==> config.mk <==
export PLATFORM = sky130hd
export DESIGN_NAME = sst_core
export DESIGN_NICKNAME = d
export VERILOG_FILES = /design/src/rtl/sst_pkg.sv /design/src/rtl/sst_baud.sv /design/src/rtl/sst_esync.sv /design/src/rtl/sst_ctrl.sv /design/src/rtl/sst_dpath.sv /design/src/rtl/sst_core.sv
export SDC_FILE = /design/constraint.sdc
export NUM_CORES = 1
export LEC_CHECK = 0
export BUFFER_PORTS_ARGS = -buffer_cell sky130_fd_sc_hd__buf_2
export CAP_MARGIN = 20
export CORE_MARGIN = 1.5
export CORE_UTILIZATION = 30
export DETAILED_ROUTE_END_ITERATION = 10
export PLACE_DENSITY = 0.58
export RECOVER_POWER = 25
export SETUP_SLACK_MARGIN = 0.5
export SYNTH_ARGS = -nofsm -noshare
export SYNTH_HDL_FRONTEND = slang
export SYNTH_SLANG_ARGS = --single-unit
==> constraint.sdc <==
create_clock -name clk -period 6.2 [get_ports clk]
set_input_delay 0.31 -clock clk [delete_from_list [all_inputs] [get_ports clk]]
set_output_delay 0.31 -clock clk [all_outputs]
set_load 0.1 [all_outputs]
==> src/rtl/sst_pkg.sv <==
package sst_pkg;

    typedef enum logic [1:0] {
        ST_IDLE     = 2'd0,
        ST_ARMED    = 2'd1,
        ST_SLV_WAIT = 2'd2,
        ST_RUN      = 2'd3
    } st_t;

endpackage

==> src/rtl/sst_baud.sv <==
module sst_baud #(
    parameter int CW = 16
) (
    input  logic          clk,
    input  logic          rst_n,
    input  logic          restart,
    input  logic          run,
    input  logic [CW-1:0] reload,
    output logic          tick
);

    logic [CW-1:0] cnt;

    always_ff @(posedge clk or negedge rst_n) begin
        if (!rst_n) begin
            cnt <= '0;
        end else if (restart) begin
            cnt <= reload;
        end else if (run) begin
            if (cnt == '0) begin
                cnt <= reload;
            end else begin
                cnt <= cnt - CW'(1);
            end
        end
    end

    assign tick = run && !restart && (cnt == '0);

endmodule

==> src/rtl/sst_esync.sv <==
module sst_esync #(
    parameter int STAGES = 2
) (
    input  logic clk,
    input  logic rst_n,
    input  logic din,
    output logic edge_p
);

    logic [STAGES:0] sh;

    always_ff @(posedge clk or negedge rst_n) begin
        if (!rst_n) begin
            sh <= '0;
        end else begin
            sh <= {sh[STAGES-1:0], din};
        end
    end

    assign edge_p = sh[STAGES] ^ sh[STAGES-1];

endmodule

==> src/rtl/sst_ctrl.sv <==
module sst_ctrl
    import sst_pkg::*;
#(
    parameter int KW = 4
) (
    input  logic          clk,
    input  logic          rst_n,
    input  logic          en,
    input  logic          master,
    input  logic          cpha,
    input  logic          tx_wr,
    input  logic          tick,
    input  logic          sedge,
    input  logic [KW-1:0] nbm1,
    output logic          load,
    output logic          drv_en,
    output logic [KW-1:0] drv_k,
    output logic          smp_en,
    output logic [KW-1:0] smp_k,
    output logic          commit,
    output logic          busy,
    output logic          phase,
    output logic          baud_run,
    output logic          baud_restart
);

    localparam int EW = KW + 2;

    st_t           state, nstate;
    logic [EW-1:0] ecnt, ecnt_n, e_in, last_e;
    logic          ph, ph_n, ev;

    assign last_e = {1'b0, nbm1, 1'b0} + EW'(2);

    // state register
    always_ff @(posedge clk or negedge rst_n) begin
        if (!rst_n) begin
            state <= ST_IDLE;
            ecnt  <= '0;
            ph    <= 1'b0;
        end else begin
            state <= nstate;
            ecnt  <= ecnt_n;
            ph    <= ph_n;
        end
    end

    // transitions and control outputs
    always_comb begin
        nstate       = state;
        ecnt_n       = ecnt;
        ph_n         = ph;
        load         = 1'b0;
        drv_en       = 1'b0;
        drv_k        = '0;
        smp_en       = 1'b0;
        smp_k        = '0;
        commit       = 1'b0;
        ev           = 1'b0;
        e_in         = '0;
        unique case (state)
            ST_IDLE: begin
                ph_n = 1'b0;
                if (en && tx_wr) begin
                    load   = 1'b1;
                    ecnt_n = '0;
                    if (master) begin
                        nstate = ST_ARMED;
                    end else begin
                        drv_en = 1'b1;
                        nstate = ST_SLV_WAIT;
                    end
                end
            end
            ST_ARMED: begin
                if (!en) begin
                    nstate = ST_IDLE;
                end else if (tick) begin
                    drv_en = 1'b1;
                    nstate = ST_RUN;
                    if (cpha) begin
                        ev   = 1'b1;
                        e_in = EW'(1);
                    end
                end
            end
            ST_SLV_WAIT: begin
                if (!en) begin
                    nstate = ST_IDLE;
                end else if (sedge) begin
                    ev     = 1'b1;
                    e_in   = EW'(1);
                    nstate = ST_RUN;
                end
            end
            ST_RUN: begin
                if (!en) begin
                    nstate = ST_IDLE;
                    ph_n   = 1'b0;
                end else if (master ? tick : sedge) begin
                    ev   = 1'b1;
                    e_in = ecnt + EW'(1);
                end
            end
        endcase

        if (ev) begin
            ecnt_n = e_in;
            ph_n   = ~ph;
            if (e_in[0]) begin
                if (cpha) begin
                    drv_en = 1'b1;
                    drv_k  = e_in[KW:1];
                end else begin
                    smp_en = 1'b1;
                    smp_k  = e_in[KW:1];
                end
            end else begin
                if (cpha) begin
                    smp_en = 1'b1;
                    smp_k  = e_in[KW:1] - KW'(1);
                end else if (e_in != last_e) begin
                    drv_en = 1'b1;
                    drv_k  = e_in[KW:1];
                end
            end
            if (e_in == last_e) begin
                commit = 1'b1;
                nstate = ST_IDLE;
            end
        end
    end

    assign busy         = (state == ST_RUN);
    assign phase        = ph && (state == ST_RUN);
    assign baud_run     = master && ((state == ST_ARMED) || (state == ST_RUN));
    assign baud_restart = load && master;

endmodule

==> src/rtl/sst_dpath.sv <==
module sst_dpath #(
    parameter int DW = 16,
    parameter int KW = 4
) (
    input  logic          clk,
    input  logic          rst_n,
    input  logic          load,
    input  logic [DW-1:0] tx_data,
    input  logic          drv_en,
    input  logic [KW-1:0] drv_k,
    input  logic          smp_en,
    input  logic [KW-1:0] smp_k,
    input  logic          commit,
    input  logic          lsb_first,
    input  logic [KW-1:0] nbm1,
    input  logic          sdi,
    output logic          sdo,
    output logic [DW-1:0] rx_data,
    output logic          rx_irq
);

    logic [DW-1:0] tx_buf, rx_sh, rx_next, src;
    logic [KW-1:0] dpos, spos;

    assign dpos = lsb_first ? drv_k : (nbm1 - drv_k);
    assign spos = lsb_first ? smp_k : (nbm1 - smp_k);
    assign src  = load ? tx_data : tx_buf;

    always_comb begin
        rx_next = rx_sh;
        if (smp_en) begin
            rx_next[spos] = sdi;
        end
    end

    always_ff @(posedge clk or negedge rst_n) begin
        if (!rst_n) begin
            tx_buf  <= '0;
            rx_sh   <= '0;
            rx_data <= '0;
            sdo     <= 1'b0;
            rx_irq  <= 1'b0;
        end else begin
            rx_irq <= commit;
            if (load) begin
                tx_buf <= tx_data;
                rx_sh  <= '0;
            end else begin
                rx_sh <= rx_next;
            end
            if (drv_en) begin
                sdo <= src[dpos];
            end
            if (commit) begin
                rx_data <= rx_next;
            end
        end
    end

endmodule

==> src/rtl/sst_core.sv <==
module sst_core #(
    parameter int DW   = 16,
    parameter int CW   = 16,
    parameter int SYNC = 2,
    localparam int KW  = $clog2(DW)
) (
    input  logic          clk,
    input  logic          rst_n,
    input  logic          en,
    input  logic          master,
    input  logic          cpol,
    input  logic          cpha,
    input  logic          lsb_first,
    input  logic [KW-1:0] wsel,
    input  logic [CW-1:0] baud_reload,
    input  logic          tx_wr,
    input  logic [DW-1:0] tx_data,
    output logic [DW-1:0] rx_data,
    output logic          rx_irq,
    output logic          busy,
    output logic          sclk_out,
    input  logic          sclk_in,
    output logic          sdo,
    input  logic          sdi
);

    logic [KW-1:0] nbm1, drv_k, smp_k;
    logic          tick, sedge, load, drv_en, smp_en, commit, phase;
    logic          baud_run, baud_restart;

    assign nbm1 = (wsel == '0) ? KW'(1) : wsel;

    sst_baud #(.CW(CW)) u_baud (
        .clk     (clk),
        .rst_n   (rst_n),
        .restart (baud_restart),
        .run     (baud_run),
        .reload  (baud_reload),
        .tick    (tick)
    );

    sst_esync #(.STAGES(SYNC)) u_sync (
        .clk    (clk),
        .rst_n  (rst_n),
        .din    (sclk_in),
        .edge_p (sedge)
    );

    sst_ctrl #(.KW(KW)) u_ctrl (
        .clk          (clk),
        .rst_n        (rst_n),
        .en           (en),
        .master       (master),
        .cpha         (cpha),
        .tx_wr        (tx_wr),
        .tick         (tick),
        .sedge        (sedge),
        .nbm1         (nbm1),
        .load         (load),
        .drv_en       (drv_en),
        .drv_k        (drv_k),
        .smp_en       (smp_en),
        .smp_k        (smp_k),
        .commit       (commit),
        .busy         (busy),
        .phase        (phase),
        .baud_run     (baud_run),
        .baud_restart (baud_restart)
    );

    sst_dpath #(.DW(DW), .KW(KW)) u_dpath (
        .clk       (clk),
        .rst_n     (rst_n),
        .load      (load),
        .tx_data   (tx_data),
        .drv_en    (drv_en),
        .drv_k     (drv_k),
        .smp_en    (smp_en),
        .smp_k     (smp_k),
        .commit    (commit),
        .lsb_first (lsb_first),
        .nbm1      (nbm1),
        .sdi       (sdi),
        .sdo       (sdo),
        .rx_data   (rx_data),
        .rx_irq    (rx_irq)
    );

    assign sclk_out = (en && master) ? (cpol ^ phase) : 1'b0;

endmodule

# Word-level counts from Yosys, hierarchy flattened

Index checks and enable logic that the tools add are counted.

Word-level logic and storage cells: 121
Output and inout port bits: 20
Register bits: 78
Memories kept: 0
Input port bits: 46
ROM bits: 0
Bits in writable memories: 0
Latch bits: 0

Div/mod/pow operators: 0
Add/subtract/negate cells: 6
$mul: 0
Bitwise logic cells: 3
Mux-type cells: 74
Order comparisons: 3
Equal/unequal tests: 6
Shift operators: 0
Reductions and logical operators: 19

Operators with widths:

| cell                                                                                 | count |
|---|---|
| 16-bit 2-to-1 mux                                                                    | 6 |
| 4-bit 2-to-1 mux                                                                     | 12 |
| 6-bit 2-to-1 mux                                                                     | 8 |
| 1-bit 2-to-1 mux                                                                     | 31 |
| 2-bit 2-to-1 mux                                                                     | 9 |
| 6-bit one-hot mux with 3 select lines                                                | 1 |
| 16-bit bitwise mux                                                                   | 1 |
| 16-bit logical NOT                                                                   | 1 |
| 16-bit by 1-bit subtractor with 16-bit output (second input constant)                | 1 |
| 4-bit by 5-bit less-than comparator with 1-bit output (second input constant)        | 2 |
| 1-bit logical AND                                                                    | 8 |
| 2-bit one-hot mux with 4 select lines                                                | 1 |
| 4-bit subtractor                                                                     | 2 |
| 5-bit by 2-bit adder with 6-bit output (second input constant)                       | 1 |
| 6-bit by 1-bit adder with 6-bit output (second input constant)                       | 1 |
| 6-bit == test                                                                        | 1 |
| 6-bit != test                                                                        | 1 |
| 2-bit nonzero test                                                                   | 3 |
| 1-bit binary-select mux with 4-bit select                                            | 1 |
| 1-bit demux with 4-bit select                                                        | 1 |
| 2-bit == test (second input constant)                                                | 2 |
| 4-bit by 1-bit greater-or-equal comparator with 1-bit output (second input constant) | 1 |
| 4-bit logical NOT                                                                    | 1 |
| 1-bit one-hot mux with 2 select lines                                                | 2 |
| other kinds (11)                                                                     | 13 |

# Longest topological paths before layout

Gate-level depths: netlist of run 1.

Word-level depth: 24
Depth in mapped cells: 22

# Cells and area by module

From an unflattened synthesis of run 1, not the netlist that was laid out.

Cell total of the unflattened synthesis: 519
Area total of the unflattened synthesis: 4917.2 µm²

Modules (own cells, without submodules):

| module    | times used | area each (µm²) | cells each | sequential area each (µm²) |
|---|---|---|---|---|
| sst_dpath | 1          | 2585.0          | 240        | 1251.2 |
| sst_baud  | 1          | 1144.8          | 133        | 400.4 |
| sst_ctrl  | 1          | 1066.0          | 135        | 225.2 |
| sst_esync | 1          | 83.8            | 4          | 75.1 |
| sst_core  | 1          | 37.5            | 7          | 0.0 |

# Worst setup path after synthesis of run 1

No wires, ideal clock.

Kind: reg2reg
From: reg u_ctrl.state[0]
To: reg u_dpath.sdo
Required time: 6074 ps
Data arrival time: 4652 ps
Setup slack: 1422 ps
Library setup time: 126 ps
Stages on the path, launching flop included: 19
Clock period less this slack: 4778 ps
Cell sequence: dfrtp_1 > ha_1 > clkbuf_1 > nand4b_1 > o31ai_4 > o21ai_0 > a32o_1 > o21a_1 > o21ai_1 > nor2b_1 > ha_1 > inv_1 > fa_1 > nor2b_1 > nor3_4 > mux2i_1 > nor3b_1 > a211oi_1 > o32a_1

RTL lines:

| what                                      | line            | source |
|---|---|---|
| start, declared                           | sst_ctrl.sv:29  | `st_t state, nstate;` |
| start signal, assigned                    | sst_ctrl.sv:42  | `state <= nstate;` |
| 2-bit == test (*)                         | --              |  |
| named net busy                            | sst_core.sv:20  | `output logic busy,` |
| 1-bit logical OR                          | sst_ctrl.sv:136 | `assign baud_run = master && ((state == ST_ARMED) \|\| (state == ST_RUN));` |
| 1-bit logical AND                         | sst_ctrl.sv:136 |  |
| 1-bit logical AND (2 in series)           | sst_baud.sv:28  | `assign tick = run && !restart && (cnt == '0);` |
| 1-bit 2-to-1 mux                          | sst_ctrl.sv:100 | `end else if (master ? tick : sedge) begin` |
| 6-bit 2-to-1 mux                          | sst_ctrl.sv:100 |  |
| 6-bit 2-to-1 mux                          | sst_ctrl.sv:97  | `if (!en) begin` |
| (+2 left out)                             | --              |  |
| 4-bit 2-to-1 mux                          | sst_ctrl.sv:122 | `end else if (e_in != last_e) begin` |
| 4-bit 2-to-1 mux                          | sst_ctrl.sv:119 | `if (cpha) begin` |
| 4-bit 2-to-1 mux                          | sst_ctrl.sv:110 | `if (e_in[0]) begin` |
| 4-bit 2-to-1 mux                          | sst_ctrl.sv:107 | `if (ev) begin` |
| 4-bit subtractor                          | sst_dpath.sv:25 | `assign dpos = lsb_first ? drv_k : (nbm1 - drv_k);` |
| 4-bit 2-to-1 mux                          | sst_dpath.sv:25 |  |
| 1-bit binary-select mux with 4-bit select | sst_dpath.sv:52 | `sdo <= src[dpos];` |
| 1-bit 2-to-1 mux (not written as such)    | sst_dpath.sv:52 |  |
| end signal, assigned                      | sst_dpath.sv:52 |  |
| end, declared                             | sst_dpath.sv:17 | `output logic sdo,` |

The timed path passes the listed nets; every way through them passes the cells marked *. The select of a mux whose other input is x is not followed.
A chain may end at the register's enable or synchronous reset.

# Worst setup path after layout of run 1

From: reg u_baud.cnt[0]
To: reg u_dpath.sdo

Word-level cells in the longest chain between the ends: 15

RTL lines:

| what                                      | line            | source |
|---|---|---|
| start, declared                           | sst_baud.sv:12  | `logic [CW-1:0] cnt;` |
| start signal, assigned                    | sst_baud.sv:18  | `cnt <= reload;` |
| start signal, assigned                    | sst_baud.sv:21  | `cnt <= reload;` |
| start signal, assigned                    | sst_baud.sv:23  | `cnt <= cnt - CW'(1);` |
| 16-bit logical NOT (*)                    | sst_baud.sv:28  |  |
| 1-bit logical AND (*)                     | sst_baud.sv:28  |  |
| 1-bit 2-to-1 mux                          | sst_ctrl.sv:100 |  |
| 6-bit 2-to-1 mux                          | sst_ctrl.sv:100 |  |
| 6-bit 2-to-1 mux                          | sst_ctrl.sv:97  |  |
| 6-bit one-hot mux with 3 select lines     | sst_ctrl.sv:61  | `unique case (state)` |
| 6-bit != test                             | sst_ctrl.sv:122 |  |
| 4-bit 2-to-1 mux                          | sst_ctrl.sv:122 |  |
| 4-bit 2-to-1 mux                          | sst_ctrl.sv:119 |  |
| 4-bit 2-to-1 mux                          | sst_ctrl.sv:110 |  |
| 4-bit 2-to-1 mux                          | sst_ctrl.sv:107 |  |
| 4-bit subtractor                          | sst_dpath.sv:25 |  |
| 4-bit 2-to-1 mux                          | sst_dpath.sv:25 |  |
| 1-bit binary-select mux with 4-bit select | sst_dpath.sv:52 |  |
| 1-bit 2-to-1 mux (not written as such)    | sst_dpath.sv:52 |  |

Every way passes the cells marked *; elsewhere a longest branch is shown, timed or not. The select of a mux whose other input is x is not followed.

==> results of run 1 <==
per-layer routing:
metal | part of all wire, % | vias to the layer above
met5 | 0 | -
met4 | 1.5 | 0
met3 | 5.0 | 13
met2 | 48 | 76
met1 | 45 | 1977
li1 | - | 2074
worst register-to-register path: stages, from the launching register on:
cell and delay, ns:
dfrtp_1 0.34, inv_1 0.07, ha_1 0.23, nor3b_2 0.18, nand3b_1 0.31, o31a_1 0.33
a2bb2oi_1 0.73, nand2_1 0.20, o21ai_1 0.45, nor2b_1 0.21, ha_1 0.15, inv_1 0.06
fa_1 0.41, nor2b_1 0.17, nor3_4 0.36, mux2i_1 0.27, mux2_2 0.18, a211oi_1 0.07
o32a_1 0.35
final cells by class:
class / instances / area [um2] / share of cell area, %
Clock buffer: 9 / 225.2 / 3.968
Clock inverter: 7 / 55.05 / 0.9700
Inverter: 18 / 67.56 / 1.190
Multi-Input combinational cell: 435 / 2715 / 47.84
Sequential cell: 78 / 1952 / 34.39
Tap cell: 216 / 270.3 / 4.762
Timing Repair Buffer: 73 / 390.4 / 6.878
power groups by stage:
stage | registers (W) | logic, W | clock network, W
finish | 0.000711 | 0.000561 | 0.000507
global route | 0.000727 | 0.000635 | 0.000545
CTS | 0.000710 | 0.000564 | 0.000525
detailed placement | 0.000719 | 0.000562 | 0
global placement | 0.000717 | 0.000550 | 0
floorplan | 0.000724 | 0.000407 | 0
cell usage after synthesis (all sizes together) (10+ instances only):
library cell,instances,share of area (%)
xnor2,10,2.0
mux2i,28,5.8
nand2,105,8.1
o21ai,36,3.7
inv,18,1.4
nor3,24,2.9
a21oi,30,3.3
clkbuf,25,1.9
nor2,48,3.7
ha,15,3.9
dfrtp,78,40
nand3,26,2.9
logic make-up after synthesis:
logic type,after synthesis
fa+ha+maj,17
simple gates,254
buf+inv,50
flops,78
mux,32
xor+xnor,18
compound gates,114
flip-flops by register name (all words and copies together), names as in the netlist:
| register | flops |
|---|---|
| u_baud.cnt | 16 |
| u_ctrl.ecnt | 6 |
| u_ctrl.ph | 1 |
| u_ctrl.state | 2 |
| u_dpath.rx_data | 16 |
| u_dpath.rx_irq | 1 |
| u_dpath.rx_sh | 16 |
| u_dpath.sdo | 1 |
| u_dpath.tx_buf | 16 |
| u_sync.sh | 3 |
repair_timing:
action | 4_1_cts | 5_1_grt
hold buffers | 0 | 1
setup buffers | 0 | 0
endpoints found under the hold margin | 0 | 26
metrics by stage:
stage	instance area, um2	setup WS [ns]	utilization [%]
3_5_place_dp	5370	1.107	33.93
4_1_cts	5650	1.087	35.70
2_1_floorplan	4861	1.422	-
5_1_grt	5675	0.5605	35.86
6_report	5675	1.019	35.86
3_3_place_gp	5370	1.191	33.93
worst paths after layout:
check                         startpoint             endpoint  slack [ns]  cells after the start
max                        u_baud.cnt[0]          u_dpath.sdo        1.02                     18
min                              sclk_in         u_sync.sh[0]        0.07                      1
max reg2reg                u_baud.cnt[0]          u_dpath.sdo        1.02                     18
min reg2reg                 u_sync.sh[0]         u_sync.sh[1]        0.35                      0
max in group asynchronous          rst_n       u_baud.cnt[14]        1.92                      3
min in group asynchronous          rst_n  u_dpath.rx_data[12]        0.84                      2
==> flow_summary.yaml, run 1 <==
placed_design:
  dpl.hpwl_mm: 8.483
  gp_congestion: 0.8455
  dp_cells: 817
  port_buffers: 65
floorplanning:
  rows: 46
  die_h_um: 130.3
  chipWidth_um: 130.3
  ios: 66
  initial_utilization_pct: 30.71
  core_um2: 15830
  die_area_um2: 16980
synthesis:
  async_flop_share_pct: 100.0
  ys.warnings.count: 0
  synth_ff_type: "dfrtp_1"
  synth_cell_types: 66
  synth_edf_count: 0
  yosys.area_share.adder_pct: 4.685
  synthesis.area_um2: 4861
  synth_mux_area_share_pct: 6.692
  synthXorXnorAreaFrac_pct: 3.398
  synth_top_family_by_area: "simple AND/OR/NAND/NOR gates"
  yosysSeqAreaShare_pct: 40.15
  netlist_instances: 563
  synth_compound_area_share_pct: 15.47
  synth-seq-cells: 78
  yosys.area_share.simple_pct: 25.51
  syn_area_per_cell_um2: 8.634
  synth_nets: 626
finish:
  final_cells: 836
  num-nets-final: 678
  nFillCells: 1663
  n_antenna_cell: 0
  mostFrequentLayoutCells: "nand2_1 (105), dfrtp_1 (78), buf_2 (64)"
  final_common_cell: "nand2_1"
  drive_above_1_share_pct: 17.58
  area_delta_synth_final_pct: 16.76
clocking:
  clk_pin_slew_ns: 0.06
  clock-root-buffer: "clkbuf_16"
  cts_num_sinks: 78
  clk_path_buf_depth: 2
  clk_latency_ns: 0.34
  cts_tree: "yes"
  htreeDepth: 3
  cts_buffers: 9
  ctsResizeCount: 0
grt:
  first_global_vias: 4089
  grt_pass1_wl_mm: 19.62
  grtUsageTotal_pct: 14.68
  grt_use_met3_pct: 3.813
  grt_max_degree: 79
  grtUsageMet1_pct: 18.49
  grt_overflow: 0
  antenna_found_initial: 0
  grtUsageMet2_pct: 24.33
  busiest_layer: "met2"
power_and_ir_drop:
  p_clk_share_pct: 28.5
  internal_power_w: 0.001104
  p_comb_share_pct: 31.5
  ir_drop_v: 0.0001773
  p_sw_w: 0.0006754
  power_frac_seq_pct: 40.0
  power.density_nw_per_um2: 313.5
  power_w: 0.001779
  p_leak_nw: 2.610
  swShare_pct: 37.96
sta:
  max_freq_ghz: 0.1930
  rsz0062_at_grt: "no"
  max_slew_margin_pct: -95.35
  min_period_ns: 5.181
  setup_viol: 0
  hold_viol: 0
  clock_skew_ns: 0.006958
  post-route-period-util_pct: 83.57
  drv_slew: 53
  tightest_slew_ns: 2.930
  fin_tns_setup_ns: 0
  holdWs_ns: 0.07461
detailed_routing:
  wl_mm: 11.90
  vias_per_cell: 4.952
  route.detailed.drc: 0
  drt-pass1-iter-count: 4
  dr.first_iter.drc_count: 197
  ant_nets: 0
  wire_per_inst_um: 14.24
  vias: 4140
run_status:
  status: "finished, violations left"
  violations: "max-capacitance violations, max-slew violations"
worst_setup_path:
  slowest_stage: "a2bb2oi_1"
  worstPathCellList: "inv_1, ha_1, nor3b_2, nand3b_1, o31a_1, a2bb2oi_1, nand2_1, o21ai_1, nor2b_1, ha_1, inv_1, fa_1, nor2b_1, nor3_4, mux2i_1, mux2_2, a211oi_1, o32a_1"
  worst_ep_arrival_time_ns: 5.41
  cp_slowest_stage_delay_ns: 0.73
  crit_type: "flop to flop"
  cp-start-kind: "flop"
  cp_num_buf_inv: 2
  required_ns: 6.43
  cp_max_fo: 12
  endpoint_kind: "flop"
  cp_top_family: "compound AO/OA/AOI/OAI gates"
run:
  max_cap_viol_count: 1
worst_hold_path:
  hp-class: "primary input to flop"
Power figures use the tool's default switching activity.
==> run 2: changes to the inputs <==
- ABC_AREA: unset -> 1
- clock period: 6.2 -> 4.97 ns (I/O delays scaled with it)
==> run 2 against run 1 <==
The flow still finishes with violations (max-capacitance violations, max-slew violations). First-iteration DRC count grew 12%. Combinational power grew 55%. Register-to-register slack lost 0.098 ns. Maximum frequency grew 28%. Sequential power grew 23%. Largest cell class unchanged. Largest power group unchanged.
==> flow_summary.yaml, run 2 <==
run_status:
  status: "finished, violations left"
  violations: "max-capacitance violations, max-slew violations"
detailed_routing:
  dr.first_iter.drc_count: 220
  vias: 4245
  route.detailed.drc: 0
  wire_per_inst_um: 12.47
  vias_per_cell: 4.574
  drt-pass1-iter-count: 4
  ant_nets: 0
  wl_mm: 11.57
synthesis:
  synth_area_leader_cell: "dfrtp_1"
  post-synth-top-count-cell: "nand2_1"
  synth_edf_count: 0
  synthesis.area_um2: 4882
  syn_area_per_cell_um2: 7.581
  synth_top_cell_area_share_pct: 39.98
  ys.warnings.count: 0
  synth.area.top_cells: "dfrtp_1 (40%), nand2_1 (9.7%), nand3_1 (6.6%)"
  synth_top_cells_by_count: "nand2_1 (126), dfrtp_1 (78), inv_1 (74)"
  synth_ff_type: "dfrtp_1"
  yosysSeqAreaShare_pct: 39.98
  synth_nets: 707
  async_flop_share_pct: 100.0
  netlist_instances: 644
  synth_cell_types: 43
  synth-seq-cells: 78
sta:
  max_slew_margin_pct: -16.45
  min_period_ns: 4.049
  fin_tns_setup_ns: 0
  holdWs_ns: 0.1547
  max_freq_ghz: 0.2470
  tightest_slew_ns: 1.747
  rsz0062_at_grt: "no"
  post-route-period-util_pct: 81.46
  clock_skew_ns: 0.01107
  hold_viol: 0
  setup_viol: 0
  drv_slew: 33
worst_setup_path:
  cp_max_fo: 10
  worst_ep_arrival_time_ns: 4.24
  r2r_start: "u_ctrl.state[1]"
  crit_type: "flop to flop"
  required_ns: 5.16
  crit_start: "u_ctrl.state[1]"
  cp-start-kind: "flop"
  endpoint_kind: "flop"
clocking:
  clk_latency_ns: 0.34
  cts_buffers: 9
  cts_num_sinks: 78
  clk_path_buf_depth: 2
  clock-root-buffer: "clkbuf_16"
  post_cts_buffers: 0
  cts_tree: "yes"
  htreeDepth: 3
  clk_pin_slew_ns: 0.06
placed_design:
  port_buffers: 65
  dpl.hpwl_mm: 8.578
  gp_congestion: 0.8255
power_and_ir_drop:
  power.density_nw_per_um2: 419.3
  ir_drop_v: 0.0002410
  p_leak_nw: 2.850
floorplanning:
  core_um2: 15890
  die_h_um: 130.6
  die_area_um2: 17050
  initial_utilization_pct: 30.73
  rows: 46
  chipWidth_um: 130.6
  ios: 66
grt:
  grt_max_degree: 48
  grt_pass1_wl_mm: 19.29
  grtUsageTotal_pct: 14.47
  first_global_vias: 3969
  antenna_found_initial: 0
  grt_overflow: 0
finish:
  drive_above_1_share_pct: 18.54
  final_common_cell: "nand2_1"
  n_antenna_cell: 0
  mostFrequentLayoutCells: "nand2_1 (126), dfrtp_1 (78), inv_1 (74)"
  num-nets-final: 770
  multiInputGateArea_um2: 2552
  nFillCells: 1693
  ff_latch_area_um2: 1952
  area_delta_synth_final_pct: 17.73
worst_hold_path:
  hp-class: "primary input to flop"
  worstHoldStart: "baud_reload[5]"
run:
  max_cap_viol_count: 1
run 2: changes by cell type in the layout (fill, tap and decap cells not counted), moves of 16 or more:
cell	change
nor2_1	+16
inv_1	+56
nand2_1	+21
mux2i_1	-27
or2_2	+18
a21oi_1	-17
nand3_1	+39
nor3_1	-16
run 2: critical path, stage by stage, from the launching register on:
cell	delay [ns]
dfrtp_1	0.40
inv_1	0.15
ha_1	0.23
o21ai_1	0.12
nor2_1	0.13
nand3_2	0.13
nand2_4	0.15
nand4_4	0.15
ha_1	0.24
nand2_1	0.07
xor2_1	0.16
nand2_2	0.08
ha_1	0.34
nand2_1	0.08
nor2_1	0.04
a211oi_1	0.28
o21ai_0	0.15
a21oi_2	0.24
xnor2_4	0.15
nor2_2	0.22
nand2_1	0.10
o21ai_1	0.20
o21ai_1	0.08
run 2: where the power goes:
group	leakage (nW)	switching, W	internal [W]
logic	1.71	0.000558	0.000312
registers	1.01	0.0000892	0.000782
clock network	0.139	0.000275	0.000393
run 2: final cells by class:
cell class / count / area share (%)
tap: 216 / 4.702
inverter: 85 / 5.551
sequential: 78 / 33.96
timing repair buffer: 70 / 6.160
clock inverter: 6 / 1.241
multi-input combinational: 463 / 44.41
clock buffer: 10 / 3.983
run 2: routing by layer:
layer | vias to the layer above | global-route usage (%) | routed length (um)
met5 | - | 0 | 0
met4 | 0 | 4.977 | 147
met3 | 10 | 3.461 | 464
met2 | 59 | 21.86 | 5247
met1 | 1940 | 20.29 | 5710
li1 | 2236 | - | -
run 2: repair_timing:
| item | 4_1_cts | 5_1_grt |
|---|---|---|
| setup endpoints to repair | 0 | 13 |
| gates resized for setup | 0 | 1 |
| endpoints found under the hold margin | 32 | 0 |
| hold buffers | 2 | 0 |
run 2: path summary, 6_finish.rpt:
check	slack (ns)	cells after the start	end
worst max-delay path	0.92	22	u_dpath.rx_data[2]
worst min-delay path	0.15	3	u_baud.cnt[5]
max in group asynchronous	2.60	3	u_dpath.rx_sh[11]
worst min register to register	0.35	0	u_sync.sh[1]
min in group asynchronous	0.90	2	u_baud.cnt[10]
worst max register to register	0.92	22	u_dpath.rx_data[2]
run 2: kinds of logic (layout without fill, tap and decap cells):
group / after synthesis / after routing / synth area share, %
simple gates: 324 / 324 / 31.55
compound gates: 104 / 104 / 12.22
buf+inv: 103 / 171 / 7.945
flops: 78 / 78 / 39.98
fa+ha+maj: 17 / 17 / 4.664
xor+xnor: 17 / 17 / 3.434
mux: 1 / 1 / 0.2050
run 2: metrics by stage:
step	power, W	utilization, %	worst slack, ns	cells	area (um2)
after detailed placement	0.001755	34.25	0.9150	910	5440
after CTS	0.002443	36.26	0.9063	928	5761
after global placement	0.001751	34.25	0.9670	910	5440
final	0.002410	36.18	0.9213	928	5748
after global routing	0.002605	36.18	0.4626	928	5748
after floorplan	0.001559	-	0.6235	644	4888
==> run 3: changes to the inputs <==
- PLACE_DENSITY: 0.58 -> 0.6
- clock period: 4.97 -> 3.42 ns (I/O delays scaled with it)
==> run 3 against run 2 <==
The flow finishes with violations (max-capacitance violations, max-slew violations, negative setup slack). Global-route usage is 1.3 points higher. Clock skew is 0.0015 ns higher. Critical path depth is 3 higher. Non-clock buffer count is 81 higher. Combinational power is 100% higher. Utilization is 6.2 points higher.
==> flow_summary.yaml, run 3 (synthesized netlist as in run 2, its figures left out) <==
grt:
  grt_max_degree: 79
  grt_pass1_wl_mm: 21.02
  grt_overflow: 0
  antenna_found_initial: 0
  grtUsageTotal_pct: 15.73
  first_global_vias: 4365
power_and_ir_drop:
  power.density_nw_per_um2: 602.2
  p_leak_nw: 3.350
  power_w: 0.004055
  ir_drop_v: 0.0002563
finish:
  final_common_cell: "nand2_1"
  n_antenna_cell: 0
  design_area_um2: 6734
  mostFrequentLayoutCells: "nand2_1 (113), buf_4 (82), dfrtp_1 (78)"
  num-nets-final: 853
  nFillCells: 1615
  utilization_pct: 42.39
  drive_above_1_share_pct: 35.72
  area_delta_synth_final_pct: 37.93
detailed_routing:
  vias_per_cell: 4.567
  dr.first_iter.drc_count: 200
  wire_per_inst_um: 12.72
  ant_nets: 0
  route.detailed.drc: 0
  wl_mm: 12.86
  drt-pass1-iter-count: 4
  vias: 4617
worst_setup_path:
  cp_max_fo: 5
  cp-start-kind: "flop"
  required_ns: 3.69
  crit_type: "flop to flop"
  endpoint_kind: "flop"
  worst_ep_arrival_time_ns: 3.73
clocking:
  cts_num_sinks: 78
  clk_latency_ns: 0.34
  cts_buffers: 9
  cts_tree: "yes"
  clk_pin_slew_ns: 0.07
  clk_path_buf_depth: 2
  htreeDepth: 3
  clock-root-buffer: "clkbuf_16"
floorplanning:
  die_h_um: 130.6
  ios: 66
  initial_utilization_pct: 30.73
  chipWidth_um: 130.6
  die_area_um2: 17050
  rows: 46
  core_um2: 15890
placed_design:
  port_buffers: 65
  gp_congestion: 0.8408
  placed_cell_area_um2: 6043
  dpl.hpwl_mm: 9.154
sta:
  fin_ws_ns: -0.03610
  drv_slew: 38
  max_slew_margin_pct: -44.74
  rsz0062_at_grt: "yes"
  tightest_slew_ns: 2.171
  holdWs_ns: 0.07871
  fin_tns_setup_ns: -0.1315
  post-route-period-util_pct: 101.1
  max_freq_ghz: 0.2893
  clock_skew_ns: 0.01258
  hold_viol: 0
  min_period_ns: 3.456
  setup_viol: 8
run:
  max_cap_viol_count: 1
run_status:
  status: "finished, violations left"
  violations: "max-capacitance violations, max-slew violations, negative setup slack"
worst_hold_path:
  hp-class: "primary input to flop"
run 3: changes by cell type in the layout (fill, tap and decap cells not counted), moves of 7 or more:
cell      delta
buf_2       +10
buf_4       +79
clkbuf_1    -11
ha_1        -10
nand2_1     -13
nand2_2     +11
nor2_1      -12
o21ai_1      -7
run 3: final timing paths:
kind                                       to            start  depth (start not counted)  slack, ns
hold reg to reg                  u_sync.sh[1]     u_sync.sh[0]                          0       0.35
setup / recovery           u_dpath.rx_data[8]  u_ctrl.state[0]                         25      -0.04
max in group asynchronous    u_dpath.rx_sh[2]            rst_n                          2       1.15
min in group asynchronous           u_ctrl.ph            rst_n                          2       1.01
setup reg to reg           u_dpath.rx_data[8]  u_ctrl.state[0]                         25      -0.04
hold / removal                  u_baud.cnt[7]   baud_reload[7]                          3       0.08
run 3: power by group:
| part | internal (W) | switching, W | total [W] |
|---|---|---|---|
| Sequential | 0.00114 | 0.0000876 | 0.00122 |
| Combinational | 0.000761 | 0.00100 | 0.00176 |
| Clock | 0.000664 | 0.000403 | 0.00107 |
run 3: layer usage:
metal  vias to the layer above  global-route usage [%]  part of all wire (%)
li1                       2403                       -                     -
met1                      2154                   21.64                    51
met2                        52                   25.14                    45
met4                         0                   4.460                  0.96
met5                         -                       0                     0
met3                         8                   3.176                   3.0
run 3: worst max-delay path, cell delays in order, from the launching register on:
cell      delay (ns)
dfrtp_1         0.36
inv_1           0.07
ha_2            0.19
inv_2           0.07
nor2_4          0.05
nor2_4          0.11
nand3_4         0.09
nand2_4         0.12
nand4_4         0.13
ha_4            0.19
nand2_2         0.05
xor2_1          0.18
nand2_2         0.11
ha_4            0.26
nand2_1         0.06
nor2_1          0.04
a211oi_2        0.19
o21ai_1         0.11
a21oi_2         0.23
xnor2_4         0.20
nand2_2         0.12
inv_2           0.12
nand2_2         0.07
nand2_1         0.08
o21ai_2         0.06
o21ai_1         0.13
run 3: layout make-up:
type | instances | area [um2] | share of cell area, %
Multi-Input combinational cell | 463 | 2846 | 42.27
Sequential cell | 78 | 1952 | 28.99
Timing Repair Buffer | 151 | 991.0 | 14.72
Inverter | 85 | 326.6 | 4.849
Tap cell | 216 | 270.3 | 4.013
Clock buffer | 10 | 239.0 | 3.549
Clock inverter | 6 | 93.84 | 1.394
Timing Repair inverter | 2 | 15.01 | 0.2230
run 3: repair_timing:
| item | CTS | global route |
|---|---|---|
| buffers inserted | 9 | 2 |
| hold buffers | 1 | 1 |
| endpoints found under the setup margin | 33 | 36 |
| pin swaps | 13 | 1 |
| resized for setup | 50 | 11 |
| hold endpoints to repair | 1 | 37 |
| gates cloned | 0 | 2 |
run 3: stage by stage:
step | std cells | worst slack, ns
final | 1011 | -0.03610
after CTS | 1005 | -0.05071
after global placement | 979 | -0.1518
after global routing | 1011 | -0.3463
after floorplan | 644 | -0.04352
after detailed placement | 979 | -0.1695
